### src/rtl/pio_pkg.sv
package pio_pkg;
  localparam int DATA_W = 8;
  localparam int REG_AW = 4;
  localparam int FLAG_N = 4;

  typedef enum logic [REG_AW-1:0] {
    OFS_B_DATA  = 4'h0,
    OFS_A_DATA  = 4'h1,
    OFS_B_DIR   = 4'h2,
    OFS_A_DIR   = 4'h3,
    OFS_A_QUIET = 4'hF
  } reg_ofs_e;

  localparam int FLG_CA1 = 0;
  localparam int FLG_CA2 = 1;
  localparam int FLG_CB1 = 2;
  localparam int FLG_CB2 = 3;
endpackage

### src/rtl/pio_wand.sv
module pio_wand #(
  parameter int W = 8,
  parameter int N = 2
) (
  input  logic [N*W-1:0] src,
  output logic [W-1:0]   res
);
  always_comb begin
    res = '1;
    for (int i = 0; i < N; i++) begin
      res = res & src[i*W +: W];
    end
  end
endmodule

### src/rtl/pio_decode.sv
module pio_decode
  import pio_pkg::*;
(
  input  logic              clk,
  input  logic              rst_n,
  input  logic [REG_AW-1:0] reg_addr,
  input  logic              rd,
  input  logic              wr,
  output logic              wr_a_data,
  output logic              wr_b_data,
  output logic              wr_a_dir,
  output logic              wr_b_dir,
  output logic [FLAG_N-1:0] flag_clr
);
  logic              acc;
  logic [FLAG_N-1:0] flag_d;
  logic [FLAG_N-1:0] flag_q;

  assign acc = rd | wr;

  always_comb begin
    wr_a_data = 1'b0;
    wr_b_data = 1'b0;
    wr_a_dir  = 1'b0;
    wr_b_dir  = 1'b0;
    flag_d    = '0;
    case (reg_addr)
      OFS_B_DATA: begin
        wr_b_data = wr;
        flag_d[FLG_CB1] = acc;
        flag_d[FLG_CB2] = acc;
      end
      OFS_A_DATA: begin
        wr_a_data = wr;
        flag_d[FLG_CA1] = acc;
        flag_d[FLG_CA2] = acc;
      end
      OFS_B_DIR:   wr_b_dir  = wr;
      OFS_A_DIR:   wr_a_dir  = wr;
      OFS_A_QUIET: wr_a_data = wr;
      default: ;
    endcase
  end

  always_ff @(posedge clk or negedge rst_n) begin
    if (!rst_n) flag_q <= '0;
    else        flag_q <= flag_d;
  end

  assign flag_clr = flag_q;

  // a main port A access is followed by a CA pair pulse
  p_pulse_a_r7: assert property (@(posedge clk) disable iff (!rst_n)
    (acc && reg_addr == 4'h1) |=> (flag_clr[1:0] == 2'b11));

  // the quiet alias never produces a pulse
  p_alias_quiet_r8: assert property (@(posedge clk) disable iff (!rst_n)
    (acc && reg_addr == 4'hF) |=> (flag_clr == 4'b0000));
endmodule

### src/rtl/pio_port.sv
module pio_port
  import pio_pkg::*;
#(
  parameter bit HAS_OVR = 1'b0,
  parameter int OVR_BIT = DATA_W-1
) (
  input  logic              clk,
  input  logic              rst_n,
  input  logic              wr_data,
  input  logic              wr_dir,
  input  logic [DATA_W-1:0] wdata,
  input  logic [DATA_W-1:0] pin_in,
  input  logic              ovr_en,
  input  logic              ovr_val,
  output logic [DATA_W-1:0] dir_q,
  output logic [DATA_W-1:0] pin_out,
  output logic [DATA_W-1:0] pin_oe,
  output logic [DATA_W-1:0] rd_val
);
  logic [DATA_W-1:0] out_q, out_d, dir_d;
  logic [DATA_W-1:0] mix;

  always_comb begin
    out_d = wr_data ? wdata : out_q;
    dir_d = wr_dir  ? wdata : dir_q;
  end

  always_ff @(posedge clk or negedge rst_n) begin
    if (!rst_n) begin
      out_q <= '0;
      dir_q <= '0;
    end else begin
      out_q <= out_d;
      dir_q <= dir_d;
    end
  end

  assign mix    = (dir_q & out_q) | (~dir_q & pin_in);
  assign pin_oe = dir_q;

  generate
    if (HAS_OVR) begin : g_ovr
      always_comb begin
        pin_out = out_q;
        rd_val  = mix;
        if (ovr_en) begin
          pin_out[OVR_BIT] = ovr_val;
          rd_val[OVR_BIT]  = ovr_val;
        end
      end
    end else begin : g_plain
      logic unused_ovr;
      assign unused_ovr = ovr_en ^ ovr_val;
      assign pin_out = out_q;
      assign rd_val  = mix;
    end
  endgenerate

  // a direction write shows up on the output enables after the edge
  p_dir_to_oe_r6: assert property (@(posedge clk) disable iff (!rst_n)
    wr_dir |=> (pin_oe == $past(wdata)));

  // with no write strobe the latch holds
  p_latch_hold_r10: assert property (@(posedge clk) disable iff (!rst_n)
    !wr_data |=> $stable(out_q));
endmodule

### src/rtl/pio_regs.sv
module pio_regs
  import pio_pkg::*;
#(
  parameter int BUS_AW = 8,
  parameter int NSRC   = 2
) (
  input  logic                   clk,
  input  logic                   rst_n,
  input  logic [BUS_AW-1:0]      bus_addr,
  input  logic                   bus_rd,
  input  logic                   bus_wr,
  input  logic [DATA_W-1:0]      bus_wdata,
  output logic [DATA_W-1:0]      bus_rdata,
  input  logic [NSRC*DATA_W-1:0] pa_src,
  input  logic [NSRC*DATA_W-1:0] pb_src,
  output logic [DATA_W-1:0]      pa_out,
  output logic [DATA_W-1:0]      pa_oe,
  output logic [DATA_W-1:0]      pb_out,
  output logic [DATA_W-1:0]      pb_oe,
  input  logic                   tmr_pb7_en,
  input  logic                   tmr_pb7_val,
  output logic [FLAG_N-1:0]      flag_clr
);
  localparam int PB7 = DATA_W-1;

  logic [1:0]        rst_sync;
  logic              rst_int_n;
  logic [REG_AW-1:0] reg_addr;
  logic              unused_addr_hi;
  logic              wr_a_data, wr_b_data, wr_a_dir, wr_b_dir;
  logic [DATA_W-1:0] pa_pin, pb_pin;
  logic [DATA_W-1:0] pa_dir, pb_dir, pa_rd, pb_rd;

  // asynchronous assertion, synchronous release
  always_ff @(posedge clk or negedge rst_n) begin
    if (!rst_n) rst_sync <= 2'b00;
    else        rst_sync <= {rst_sync[0], 1'b1};
  end
  assign rst_int_n = rst_sync[1];

  assign reg_addr       = bus_addr[REG_AW-1:0];
  assign unused_addr_hi = ^bus_addr;

  pio_decode i_dec (
    .clk       (clk),
    .rst_n     (rst_int_n),
    .reg_addr  (reg_addr),
    .rd        (bus_rd),
    .wr        (bus_wr),
    .wr_a_data (wr_a_data),
    .wr_b_data (wr_b_data),
    .wr_a_dir  (wr_a_dir),
    .wr_b_dir  (wr_b_dir),
    .flag_clr  (flag_clr)
  );

  pio_wand #(.W(DATA_W), .N(NSRC)) i_wand_a (.src(pa_src), .res(pa_pin));
  pio_wand #(.W(DATA_W), .N(NSRC)) i_wand_b (.src(pb_src), .res(pb_pin));

  pio_port #(.HAS_OVR(1'b0)) i_port_a (
    .clk     (clk),
    .rst_n   (rst_int_n),
    .wr_data (wr_a_data),
    .wr_dir  (wr_a_dir),
    .wdata   (bus_wdata),
    .pin_in  (pa_pin),
    .ovr_en  (1'b0),
    .ovr_val (1'b0),
    .dir_q   (pa_dir),
    .pin_out (pa_out),
    .pin_oe  (pa_oe),
    .rd_val  (pa_rd)
  );

  pio_port #(.HAS_OVR(1'b1), .OVR_BIT(PB7)) i_port_b (
    .clk     (clk),
    .rst_n   (rst_int_n),
    .wr_data (wr_b_data),
    .wr_dir  (wr_b_dir),
    .wdata   (bus_wdata),
    .pin_in  (pb_pin),
    .ovr_en  (tmr_pb7_en),
    .ovr_val (tmr_pb7_val),
    .dir_q   (pb_dir),
    .pin_out (pb_out),
    .pin_oe  (pb_oe),
    .rd_val  (pb_rd)
  );

  always_comb begin
    case (reg_addr)
      OFS_B_DATA:  bus_rdata = pb_rd;
      OFS_A_DATA:  bus_rdata = pa_rd;
      OFS_B_DIR:   bus_rdata = pb_dir;
      OFS_A_DIR:   bus_rdata = pa_dir;
      OFS_A_QUIET: bus_rdata = pa_rd;
      default:     bus_rdata = '0;
    endcase
  end

  // the timer takeover reaches the port B bit 7 pin
  p_pb7_takeover_r9: assert property (@(posedge clk) disable iff (!rst_int_n)
    tmr_pb7_en |-> (pb_out[PB7] == tmr_pb7_val));
endmodule

### config.mk
export PLATFORM = sky130hd
export DESIGN_NAME = pio_regs
export DESIGN_NICKNAME = d
export VERILOG_FILES = /design/src/rtl/pio_pkg.sv /design/src/rtl/pio_wand.sv /design/src/rtl/pio_decode.sv /design/src/rtl/pio_port.sv /design/src/rtl/pio_regs.sv
export SDC_FILE = /design/constraint.sdc
export NUM_CORES = 1
export LEC_CHECK = 0
export ABC_CLOCK_PERIOD_IN_PS = 1550
export BUFFER_PORTS_ARGS = -buffer_cell sky130_fd_sc_hd__buf_2
export CELL_PAD_IN_SITES_DETAIL_PLACEMENT = 0
export CELL_PAD_IN_SITES_GLOBAL_PLACEMENT = 2
export CORE_ASPECT_RATIO = 0.6
export CORE_MARGIN = 5
export CORE_UTILIZATION = 30
export CTS_BUF_LIST = sky130_fd_sc_hd__clkbuf_16
export DETAILED_ROUTE_END_ITERATION = 7
export PLACE_DENSITY_LB_ADDON = 0.25
export SYNTH_ARGS = -nofsm -noshare
export SYNTH_HDL_FRONTEND = slang
export SYNTH_HIERARCHICAL = 1
export SYNTH_SLANG_ARGS = --single-unit
### constraint.sdc
create_clock -name clk -period 1.55 [get_ports clk]
set_input_delay 0.155 -clock clk [delete_from_list [all_inputs] [get_ports clk]]
set_output_delay 0.155 -clock clk [all_outputs]
set_load 0.005 [all_outputs]
### Yosys cells after proc, flatten, opt, wreduce, memory -nomap -nowiden

Index checks and enable logic that the tools add are counted.

| cells by class | value |
|---|---|
| $add $sub $neg | 0 |
| muxes and demuxes | 9 |
| div/mod/pow operators | 0 |
| bitwise logic cells | 11 |
| equal/unequal tests | 4 |
| multiply operators | 0 |
| $lt $le $gt $ge | 0 |
| reductions and logical operators | 2 |
| shift-type cells | 0 |

Operators by type and width:

| cell | count |
|---|---|
| $and 8x8->8 | 6 |
| $pmux 8 s4 | 1 |
| $not 8->8 | 2 |
| $or 8x8->8 | 2 |
| $eq 4x2->1 const B | 2 |
| $mux 1 | 6 |
| $eq 4x1->1 const B | 1 |
| $eq 4x4->1 const B | 1 |
| $logic_not 4->1 | 1 |
| $mux 2 | 2 |
| $reduce_or 2->1 | 1 |
| $or 1x1->1 | 1 |

| word-level totals | value |
|---|---|
| memory bits (writable) | 0 |
| bits in read-only memories | 0 |
| memories kept | 0 |
| logic and storage cells | 32 |
| output and inout bits | 44 |
| flip-flop bits (word level) | 38 |
| input bits | 54 |
| latch bits | 0 |

### Depth between registers and ports, before layout

Gate-level depths: netlist (run 1).

| depth | value |
|---|---|
| depth after elaboration | 5 |
| depth in mapped cells | 5 |
| mapped depth without buffers | 4 |

### Cells and area by module

Netlist (run 1), hierarchy kept.

Modules (own cells, without submodules):

| module | seq. area each (um^2) | times used | area an instance (um^2) | cells each |
|---|---|---|---|---|
| pio_port at i_port_b | 400.4 | 1 | 875.8 | 62 |
| pio_port at i_port_a | 400.4 | 1 | 813.3 | 50 |
| pio_regs | 50.0 | 1 | 342.8 | 35 |
| pio_decode | 50.0 | 1 | 143.9 | 17 |
| pio_wand | 0.0 | 2 | 50.0 | 8 |

### Least setup slack after synthesis (run 1)

No wires, ideal clock.

| timing | value |
|---|---|
| kind | input to register |
| from | in bus_addr[0] |
| to | reg i_port_b.out_q[0] |
| cell stages on the path | 4 |
| path slack | 0.257 ns |
| setup time | 0.125 ns |
| path buffers | 1 |
| data arrival time | 1.168 ns |
| required time | 1.425 ns |
| cells stage by stage | or3_4 > nor3b_2 > buf_6 > mux2_4 |

| on the way | value |
|---|---|
| word-level cells in the longest chain between the ends | 2 |

Ends and longest elaborated chain:

| what | line | source |
|---|---|---|
| from (decl) | pio_regs.sv:9 | `input logic [BUS_AW-1:0] bus_addr,` |
| $logic_not 4->1 | pio_decode.sv:27 | `case (reg_addr)` |
| $mux 1 | pio_decode.sv:27 |  |
| net wr_b_data | pio_regs.sv:30 | `logic wr_a_data, wr_b_data, wr_a_dir, wr_b_dir;` |
| to (signal assigned) | pio_port.sv:33 | `out_q <= out_d;` |
| to (decl) | pio_port.sv:20 | `logic [DATA_W-1:0] out_q, out_d, dir_d;` |

The timed path passes the listed nets, and every way through them passes these cells.
A chain may end at the register's enable or synchronous reset.

### Worst setup path after layout (run 1)

| timing | value |
|---|---|
| from | reg i_port_b.dir_q[0] |
| to | out bus_rdata[0] |

| on the way | value |
|---|---|
| word-level cells in the longest chain between the ends | 4 |
| elaborated cells between the ends (all ways) | 5 |
| classes of those cells | mux: 1; bitwise: 4 |

Ends and longest elaborated chain:

| what | line | source |
|---|---|---|
| from (decl) | pio_port.sv:15 | `output logic [DATA_W-1:0] dir_q,` |
| from (signal assigned) | pio_port.sv:34 | `dir_q <= dir_d;` |
| $not 8->8 | pio_port.sv:38 | `assign mix = (dir_q & out_q) \| (~dir_q & pin_in);` |
| $and 8x8->8 | pio_port.sv:38 |  |
| $or 8x8->8 * | pio_port.sv:38 |  |
| net pb_rd[0] | pio_regs.sv:32 | `logic [DATA_W-1:0] pa_dir, pb_dir, pa_rd, pb_rd;` |
| $pmux 8 s4 * | pio_regs.sv:91 | `case (reg_addr)` |
| to (decl) | pio_regs.sv:13 | `output logic [DATA_W-1:0] bus_rdata,` |

The timed path passes the listed nets; every way through them passes the cells marked *.

==> results of run 1 <==
-- cell type report --
cell class / instances / area, um^2 / area share, %
clock inverters: 3 / 38.8 / 1.25
clock buffers: 5 / 125 / 4.02
inverters: 1 / 3.75 / 0.121
flip-flops and latches: 36 / 901 / 29.0
well taps: 104 / 130 / 4.18
multi-input cells: 111 / 1140 / 36.6
repair buffers: 127 / 774 / 24.9
-- critical path, stage by stage (launching register included) --
cell and delay (ns):
dfrtp_1 0.40, mux2_4 0.31, a221o_1 0.33, buf_2 0.13
-- power groups by stage --
stage | logic (mW) | clock network (mW) | registers (mW)
6_report | 1.23 | 1.13 | 1.31
5_1_grt | 1.33 | 1.20 | 1.34
4_1_cts | 1.19 | 1.15 | 1.30
3_5_place_dp | 1.04 | 0 | 1.33
3_3_place_gp | 1.03 | 0 | 1.33
2_1_floorplan | 0.738 | 0 | 1.32
-- timing repair --
action	in CTS	in global routing
gates resized for setup	8	8
hold buffers	1	0
setup endpoints to repair	8	8
setup buffers	9	3
pin swaps	6	1
gates cloned	0	0
hold endpoints to repair	2	0
-- cell usage in the layout, fill, tap and decap left out, types with 2 or more instances in the layout --
master	count
mux2_4	39
nand2_1	4
buf_6	7
o21ai_0	2
buf_12	2
and2_1	16
buf_4	24
nor2_1	12
nand3_1	2
or3_4	2
inv_1	2
dfrtp_1	36
clkbuf_16	5
or3b_1	2
mux2_2	7
mux2i_1	9
a221o_1	8
buf_2	93
-- per-layer routing --
metal / track usage [%] / routed length, um / vias up
met5: 0 / 0 / -
met4: 3.35 / 54 / 0
met3: 4.94 / 533 / 6
met2: 20.1 / 2680 / 62
met1: 17.4 / 2870 / 803
li1: - / - / 809
-- sequential cells by signal (all words and copies together), names as in the netlist --
| signal | count |
|---|---|
| i_port_b/dir_q | 8 |
| i_dec/flag_clr | 2 |
| i_port_b/out_q | 8 |
| i_port_a/pin_out | 8 |
| rst_sync | 2 |
| i_port_a/dir_q | 8 |
-- stage by stage --
stage               hold slack [ns]  power, mW  area (um^2)  utilization, %  worst slack [ns]
finish                        0.159       3.67         3110            42.5           -0.0607
floorplan                    -0.141       2.06         2270               -             0.257
global route                  0.169       3.88         3110            42.5            -0.100
CTS                           0.152       3.65         3060            41.8           -0.0595
global placement            -0.0581       2.36         2790            38.1           -0.0267
detailed placement          -0.0568       2.37         2790            38.1           -0.0155
-- worst min-delay path by stage --
| stage | start | to | cells past startpoint |
|---|---|---|---|
| finish | bus_rd | i_dec/flag_clr[2] | 3 |
| global route | bus_wdata[0] | i_port_b/dir_q[0] | 2 |
| CTS | bus_rd | i_dec/flag_clr[1] | 3 |
| detailed placement | rst_n | rst_sync[0] | 1 |
| global placement | rst_n | rst_sync[0] | 1 |
| floorplan | rst_n | rst_sync[0] | 0 |
==> results.py, run 1 <==
metrics = {
    "detailed_routing": {
        "firstDrtPassIters": 5,
        "drt-total-wl_um": 6130,
        "drtIter0Drc": 73,
        "drc": 0,
        "via_per_inst": 4.34,
        "vias": 1680,
        "antenna_left": 0,
        "wl_per_cell_um": 15.8,
    },
    "critical_path": {
        "crit_fanout": 2,
        "crit_path_start": "i_port_b/dir_q[0]",
        "worstReg2RegStart": "i_port_a/dir_q[6]",
        "rrSetupSlack_ns": 0.53,
        "worst-r2r-cell-count": 3,
        "cp_data_arrival_time_ns": 1.46,
        "crit_end": "bus_rdata[0]",
        "critPathKind": "reg2out",
        "worstSetupStartpointType": "flip-flop",
        "r2r_end": "i_port_a/dir_q[6]",
        "cp_data_required_time_ns": 1.39,
        "end_kind": "output pin",
    },
    "place": {
        "gp_congestion": 0.805,
        "numPortBuffers": 93,
        "dp.cells": 366,
        "place_hpwl_um": 4580,
    },
    "cells_and_area": {
        "drive_above_1_share_pct": 65.4,
        "nets": 336,
        "synthToLayoutAreaGrowth_pct": 36.9,
        "fill_cells": 730,
        "instances_no_fill": 387,
        "n_antenna_cell": 0,
    },
    "pwr": {
        "p_int_mw": 2.71,
        "switchingPower_uw": 965,
        "pwr-share-comb_pct": 33.4,
        "vdd_drop_max_mv": 0.396,
        "power_leakage_nw": 1.60,
        "pwr-share-clk_pct": 30.8,
        "switching_share_pct": 26.3,
        "p_per_area_nw_per_um2": 1180,
        "p_seq_share_pct": 35.8,
    },
    "clock_tree": {
        "cts_tree": "built",
        "clkTransAtPathRegs_ns": 0.06,
        "clk_latency_ns": 0.28,
        "cts_buffers": 5,
        "h-tree-depth": 2,
        "cts_buffer_depth": 2,
        "clock-sinks": 36,
        "cts_root_buffer": "clkbuf_16",
    },
    "floorplan": {
        "die_w_um": 122,
        "design.core.area_um2": 7330,
        "die_y_um": 77.4,
        "die_area_um2": 9470,
        "start_util_pct": 31.0,
        "pin_count": 98,
        "rows": 24,
    },
    "logic_synthesis": {
        "synth_area_per_cell_um2": 12.7,
        "synth_nets": 233,
        "synthesis.area_um2": 2270,
        "syn_inst": 179,
        "yosysWarnings": 6,
    },
    "global_routing": {
        "grt_pass1_vias": 1759,
        "grt_pass1_wl_um": 9560,
        "antenna_found_initial": 0,
        "grt_max_degree": 35,
        "grt-ovfl-total": 0,
        "grt_usage_pct": 13.1,
    },
    "run_status": {
        "status": "finished with violations",
        "violations": "setup timing",
    },
    "flow_run": {
        "max-cap-violations": 0,
    },
    "sta": {
        "final.setup_skew_ns": 0.00507,
        "timing.final.ws_setup_ns": -0.0607,
        "maxSlewViolCount": 0,
        "hold_viol": 0,
        "setup_violations": 8,
        "period_share_pct": 104,
        "fmax_mhz": 621,
        "tns_ns": -0.195,
        "rsz0062_at_grt": "true",
        "period_needed_ns": 1.61,
    },
    "min_path": {
        "worst_hold_path_type": "in2reg",
    },
}
No activity file was read; power rests on OpenSTA's default activity.
==> run 2: changes to the inputs <==
Settings changed: ABC_AREA from default to 1, CORE_UTILIZATION 30 to 24.
==> run 2 against run 1 <==
  * The flow now finishes without violations
  * Combinational power fell by 33%
  * Sequential cell count did not move
  * Cell count rose by 45%
  * Count of clock-buffer cells in the layout did not move
  * Critical endpoint is now bus_rdata[7]
  * Non-clock buffer count fell by 18
  * Area after synthesis rose by 0.17%
  * Critical path depth rose by 6
  * Utilization fell by 11 points
  * First-iteration DRC count rose by 30%
  * Fmax rose by 8.0%
  * Design area fell by 5.8%
  * Worst setup slack improved by 0.12 ns
==> results.py, run 2 <==
metrics = {
    "floorplan": {
        "rows": 27,
        "die_y_um": 85.4,
        "die_area_um2": 11600,
        "start_util_pct": 24.7,
        "pin_count": 98,
        "design.core.area_um2": 9220,
        "die_w_um": 136,
    },
    "sta": {
        "setup_violations": 0,
        "rsz0062_at_grt": "true",
        "timing.final.ws_setup_ns": 0.0580,
        "period_share_pct": 96.3,
        "maxSlewViolCount": 0,
        "period_needed_ns": 1.49,
        "fmax_mhz": 670,
        "hold_viol": 0,
        "final.setup_skew_ns": 0.00342,
    },
    "logic_synthesis": {
        "yosysWarnings": 6,
        "synth_area_per_cell_um2": 6.56,
        "syn_inst": 347,
        "synthesis.area_um2": 2280,
        "synth_nets": 401,
    },
    "cells_and_area": {
        "nets": 487,
        "final_cell_mix": "nand2_1 (148), buf_2 (93), inv_1 (51), dfrtp_1 (36), nor2_1 (20)",
        "drive_above_1_share_pct": 30.5,
        "layout_commonest_cell": "nand2_1",
        "instances_no_fill": 563,
        "fill_cells": 1053,
        "n_antenna_cell": 0,
        "synthToLayoutAreaGrowth_pct": 28.8,
    },
    "pwr": {
        "p_int_mw": 2.09,
        "power_leakage_nw": 1.78,
        "p_per_area_nw_per_um2": 1040,
        "pwr-share-comb_pct": 26.8,
        "vdd_drop_max_mv": 0.358,
        "pwr-share-clk_pct": 30.7,
        "switching_share_pct": 31.5,
        "p_seq_share_pct": 42.5,
        "switchingPower_uw": 963,
    },
    "critical_path": {
        "cp_data_required_time_ns": 1.39,
        "worstSetupStartpointType": "flip-flop",
        "crit_slowest_cell": "dfrtp_1",
        "crit_top_cell": "nand2_1",
        "end_kind": "output pin",
        "crit_fanout": 4,
        "critPathKind": "reg2out",
        "path_cells": "inv_2 > nand2_1 > nand3_1 > nand2_1 > nand3_1 > nand2_1 > nor2_1 > nand2_1 > buf_2",
        "max_stage_delay_ns": 0.41,
        "rrSetupSlack_ns": 0.78,
        "cp_data_arrival_time_ns": 1.34,
    },
    "detailed_routing": {
        "via_per_inst": 3.90,
        "drtIter0Drc": 95,
        "wl_per_cell_um": 11.6,
        "drt-total-wl_um": 6520,
        "vias": 2193,
        "drc": 0,
        "firstDrtPassIters": 4,
        "antenna_left": 0,
    },
    "clock_tree": {
        "clkTransAtPathRegs_ns": 0.05,
        "cts_buffer_depth": 2,
        "cts_tree": "built",
        "h-tree-depth": 2,
        "cts_buffers": 5,
        "clock-sinks": 36,
        "cts_root_buffer": "clkbuf_16",
        "clk_latency_ns": 0.28,
    },
    "global_routing": {
        "grt-ovfl-total": 0,
        "grt_usage_pct": 11.8,
        "grt_max_degree": 35,
        "grt_pass1_vias": 2075,
        "grt_pass1_wl_um": 10600,
        "antenna_found_initial": 0,
    },
    "run_status": {
        "status": "finished, final reports clean",
    },
    "place": {
        "place_hpwl_um": 5220,
        "numPortBuffers": 93,
        "dp.cells": 548,
        "pre_cts_ws_ns": 0.246,
        "gp_congestion": 0.726,
    },
    "min_path": {
        "worst_hold_path_type": "in2reg",
    },
    "flow_run": {
        "max-cap-violations": 0,
    },
}
-- run 2: cell count changes in the layout (fill, tap and decap cells not counted), moves of 9 or more --
cell and delta:
buf_4 -9, nand2_1 +144, inv_1 +49, o21ai_0 +17
mux2i_1 -9, and2_1 -16, mux2_4 -39, nand3_1 +17
-- run 2: what timing repair did --
| action | CTS | global route |
|---|---|---|
| hold endpoints to repair | 2 | 0 |
| setup buffers | 0 | 7 |
| endpoints found under the setup margin | 0 | 8 |
| gates resized for setup | 0 | 15 |
| hold buffers | 1 | 0 |
-- run 2: power by group through the flow --
| stage | clock [mW] | sequential [mW] | combinational (mW) |
|---|---|---|---|
| 6_report | 0.939 | 1.30 | 0.819 |
| 5_1_grt | 1.03 | 1.34 | 0.961 |
| 4_1_cts | 0.972 | 1.31 | 0.760 |
| 3_5_place_dp | 0 | 1.32 | 0.754 |
| 3_3_place_gp | 0 | 1.32 | 0.746 |
| 2_1_floorplan | 0 | 1.29 | 0.550 |
-- run 2: final timing paths --
check | end | cells past startpoint | startpoint
min in group asynchronous | rst_sync[0] | 2 | rst_n
worst min-delay path | i_dec/flag_clr[2] | 3 | bus_rd
max in group asynchronous | i_port_a/dir_q[0] | 1 | rst_sync[1]
worst max register to register | i_port_b/dir_q[7] | 3 | i_port_b/dir_q[7]
worst max-delay path | bus_rdata[7] | 9 | i_port_b/dir_q[7]
worst min register to register | i_port_b/out_q[3] | 1 | rst_sync[1]
-- run 2: critical path, delay by kind of cell, from the launching register on --
kind                   cells  cell delay [ns]
buffers and inverters      2             0.19
DFF                        1             0.41
and+or+nand+nor            7             0.46
-- run 2: metrics by stage --
step	area [um^2]	util, %	setup TNS [ns]	hold WS, ns	total power, mW
3_5_place_dp	2720	29.5	0	-0.0578	2.08
6_report	2930	31.8	0	0.127	3.06
3_3_place_gp	2720	29.5	0	-0.0590	2.07
4_1_cts	2860	31.0	0	0.119	3.04
5_1_grt	2930	31.8	-0.0657	0.143	3.32
2_1_floorplan	2280	-	0	-0.141	1.84
-- run 2: area by class of cell --
class / count / area [um^2] / share of cell area (%)
Clock buffer: 5 / 125 / 4.27
Clock inverter: 2 / 7.51 / 0.256
Inverter: 58 / 218 / 7.43
Multi-Input combinational cell: 223 / 930 / 31.7
Sequential cell: 36 / 901 / 30.7
Tap cell: 130 / 163 / 5.55
Timing Repair Buffer: 109 / 588 / 20.1
-- run 2: per-layer routing --
metal | GRT usage, % | wire, um
met1 | 16.8 | 3300
met2 | 17.6 | 2690
met3 | 3.85 | 493
met4 | 2.20 | 45
met5 | 0 | 0
==> run 3: changes to the inputs <==
--- a/config.mk
+++ b/config.mk
@@ -7,3 +7,2 @@
 export LEC_CHECK = 0
-export ABC_AREA = 1
 export ABC_CLOCK_PERIOD_IN_PS = 1550
@@ -14,3 +13,3 @@
 export CORE_MARGIN = 5
-export CORE_UTILIZATION = 24
+export CORE_UTILIZATION = 30
 export CTS_BUF_LIST = sky130_fd_sc_hd__clkbuf_16
==> constraint.sdc (replaced) <==
create_clock -name clk -period 1.55 [get_ports clk]
set_input_delay 0.0775 -clock clk [delete_from_list [all_inputs] [get_ports clk]]
set_output_delay 0.0775 -clock clk [all_outputs]
set_load 0.005 [all_outputs]
==> run 3 against run 2 <==
  * The run now ends with setup timing left
  * Worst setup slack worse by 0.066 ns
  * Wire length is 5.8% lower
  * Clock power is 20% higher
  * Design area is 4.1% higher
  * Combinational power is 44% higher
  * Global-route usage is 1.3 points higher
  * Die area is 18% lower
  * Utilization is 9.9 points higher
  * Worst hold slack worse by 0.056 ns
  * Critical path type unchanged
  * Critical endpoint is now bus_rdata[0]
==> results.py, run 3 (synthesized netlist as in run 1, its figures left out) <==
metrics = {
    "run_status": {
        "status": "finished with violations",
        "violations": "setup timing",
    },
    "clock_tree": {
        "cts_buffer_depth": 2,
        "clock-sinks": 36,
        "clkTransAtPathRegs_ns": 0.06,
        "cts_tree": "built",
        "cts_buffers": 5,
        "cts_root_buffer": "clkbuf_16",
        "clk_latency_ns": 0.28,
        "h-tree-depth": 2,
    },
    "floorplan": {
        "start_util_pct": 31.0,
        "design.core.area_um2": 7330,
        "rows": 24,
        "die_area_um2": 9470,
        "die_y_um": 77.4,
        "die_w_um": 122,
        "pin_count": 98,
    },
    "pwr": {
        "p_per_area_nw_per_um2": 1190,
        "vdd_drop_max_mv": 0.420,
        "power_leakage_nw": 1.57,
    },
    "critical_path": {
        "critPathKind": "reg2out",
        "worst-r2r-cell-count": 3,
        "worstSetupStartpointType": "flip-flop",
        "cp_data_required_time_ns": 1.47,
        "r2r_end": "i_port_b/dir_q[7]",
        "crit_fanout": 2,
        "end_kind": "output pin",
        "cp_data_arrival_time_ns": 1.48,
        "worstReg2RegStart": "i_port_b/dir_q[7]",
        "rrSetupSlack_ns": 0.50,
    },
    "global_routing": {
        "antenna_found_initial": 0,
        "grt_pass1_wl_um": 9530,
        "grt-ovfl-total": 0,
        "grt_max_degree": 35,
        "grt_usage_pct": 13.1,
        "grt_pass1_vias": 1760,
    },
    "sta": {
        "period_needed_ns": 1.56,
        "tns_ns": -0.00790,
        "hold_viol": 0,
        "final.setup_skew_ns": 0.00147,
        "maxSlewViolCount": 0,
        "period_share_pct": 101,
        "fmax_mhz": 642,
        "setup_violations": 1,
        "rsz0062_at_grt": "true",
        "timing.final.ws_setup_ns": -0.00790,
    },
    "place": {
        "gp_congestion": 0.695,
        "numPortBuffers": 93,
        "place_hpwl_um": 4440,
        "dp.cells": 359,
    },
    "min_path": {
        "hold_end": "i_port_b/out_q[7]",
        "min_from": "bus_wdata[7]",
        "holdPathStages": 3,
        "worst_hold_path_type": "in2reg",
    },
    "detailed_routing": {
        "vias": 1651,
        "drc": 0,
        "firstDrtPassIters": 4,
        "drtIter0Drc": 59,
        "antenna_left": 0,
        "wl_per_cell_um": 16.0,
        "drt-total-wl_um": 6140,
        "via_per_inst": 4.29,
    },
    "cells_and_area": {
        "nets": 334,
        "synthToLayoutAreaGrowth_pct": 34.4,
        "final_cell_mix": "buf_2 (93), mux2_4 (37), dfrtp_1 (36), buf_4 (27), and2_1 (16)",
        "n_antenna_cell": 0,
        "instances_no_fill": 385,
        "drive_above_1_share_pct": 65.1,
        "layout_commonest_cell": "buf_2",
    },
    "flow_run": {
        "max-cap-violations": 0,
    },
}
==> run 3: changes by cell type in the layout (fill, tap and decap cells not counted), moves of 16 or more <==
cell	before	now
nand2_1	148	4
inv_1	51	2
mux2_4	0	37
nand3_1	19	2
o21ai_0	19	2
and2_1	0	16
==> run 3: routing by layer <==
| metal | vias to the layer above | GRT usage (%) | wire [um] |
|---|---|---|---|
| li1 | 807 | - | - |
| met5 | - | 0 | 0 |
| met4 | 0 | 3.24 | 81 |
| met1 | 774 | 18.3 | 2980 |
| met2 | 63 | 19.2 | 2530 |
| met3 | 7 | 4.94 | 553 |
==> run 3: layout make-up <==
| class | instances | area, um^2 |
|---|---|---|
| fillers | 729 | 4270 |
| multi-input cells | 111 | 1130 |
| flip-flops and latches | 36 | 901 |
| repair buffers | 125 | 723 |
| well taps | 104 | 130 |
| clock buffers | 5 | 125 |
| clock inverters | 3 | 38.8 |
| inverters | 1 | 3.75 |
==> run 3: repair_timing <==
item / CTS / global route
buffers inserted: 11 / 6
hold buffers: 1 / 0
endpoints found under the hold margin: 2 / 0
endpoints found under the setup margin: 7 / 7
pin swaps: 0 / 4
resized for setup: 2 / 9
==> run 3: power breakdown <==
group / leakage, nW / switching (mW) / internal, mW
clock: 0.0850 / 0.377 / 0.749
sequential: 0.441 / 0.184 / 1.15
combinational: 1.05 / 0.399 / 0.781
total: 1.57 / 0.959 / 2.67
==> run 3: worst max-delay path by stage <==
| stage | to | cells after the start | startpoint |
|---|---|---|---|
| floorplan | i_port_b/out_q[0] | 4 | bus_addr[0] |
| global placement | i_port_b/out_q[1] | 5 | bus_addr[3] |
| detailed placement | i_port_b/out_q[2] | 5 | bus_addr[3] |
| CTS | bus_rdata[3] | 3 | i_port_b/dir_q[3] |
| global route | bus_rdata[4] | 5 | i_port_a/dir_q[4] |
| finish | bus_rdata[0] | 3 | i_port_b/dir_q[0] |
==> run 3: through the flow <==
stage / hold slack, ns / util (%) / area (um^2) / setup WS [ns] / power (mW)
floorplan: -0.218 / - / 2270 / 0.335 / 2.06
detailed placement: -0.131 / 37.0 / 2710 / 0.0778 / 2.31
finish: 0.0706 / 41.7 / 3050 / -0.00790 / 3.63
global route: 0.0811 / 41.7 / 3050 / -0.0291 / 3.83
global placement: -0.134 / 37.0 / 2710 / 0.106 / 2.31
CTS: 0.0628 / 40.6 / 2980 / 0.00193 / 3.59
==> run 3: worst max-delay path, stage by stage, from the launching register on <==
cell     delay (ns)
dfrtp_1        0.40
mux2_2         0.36
a221o_1        0.31
buf_2          0.13
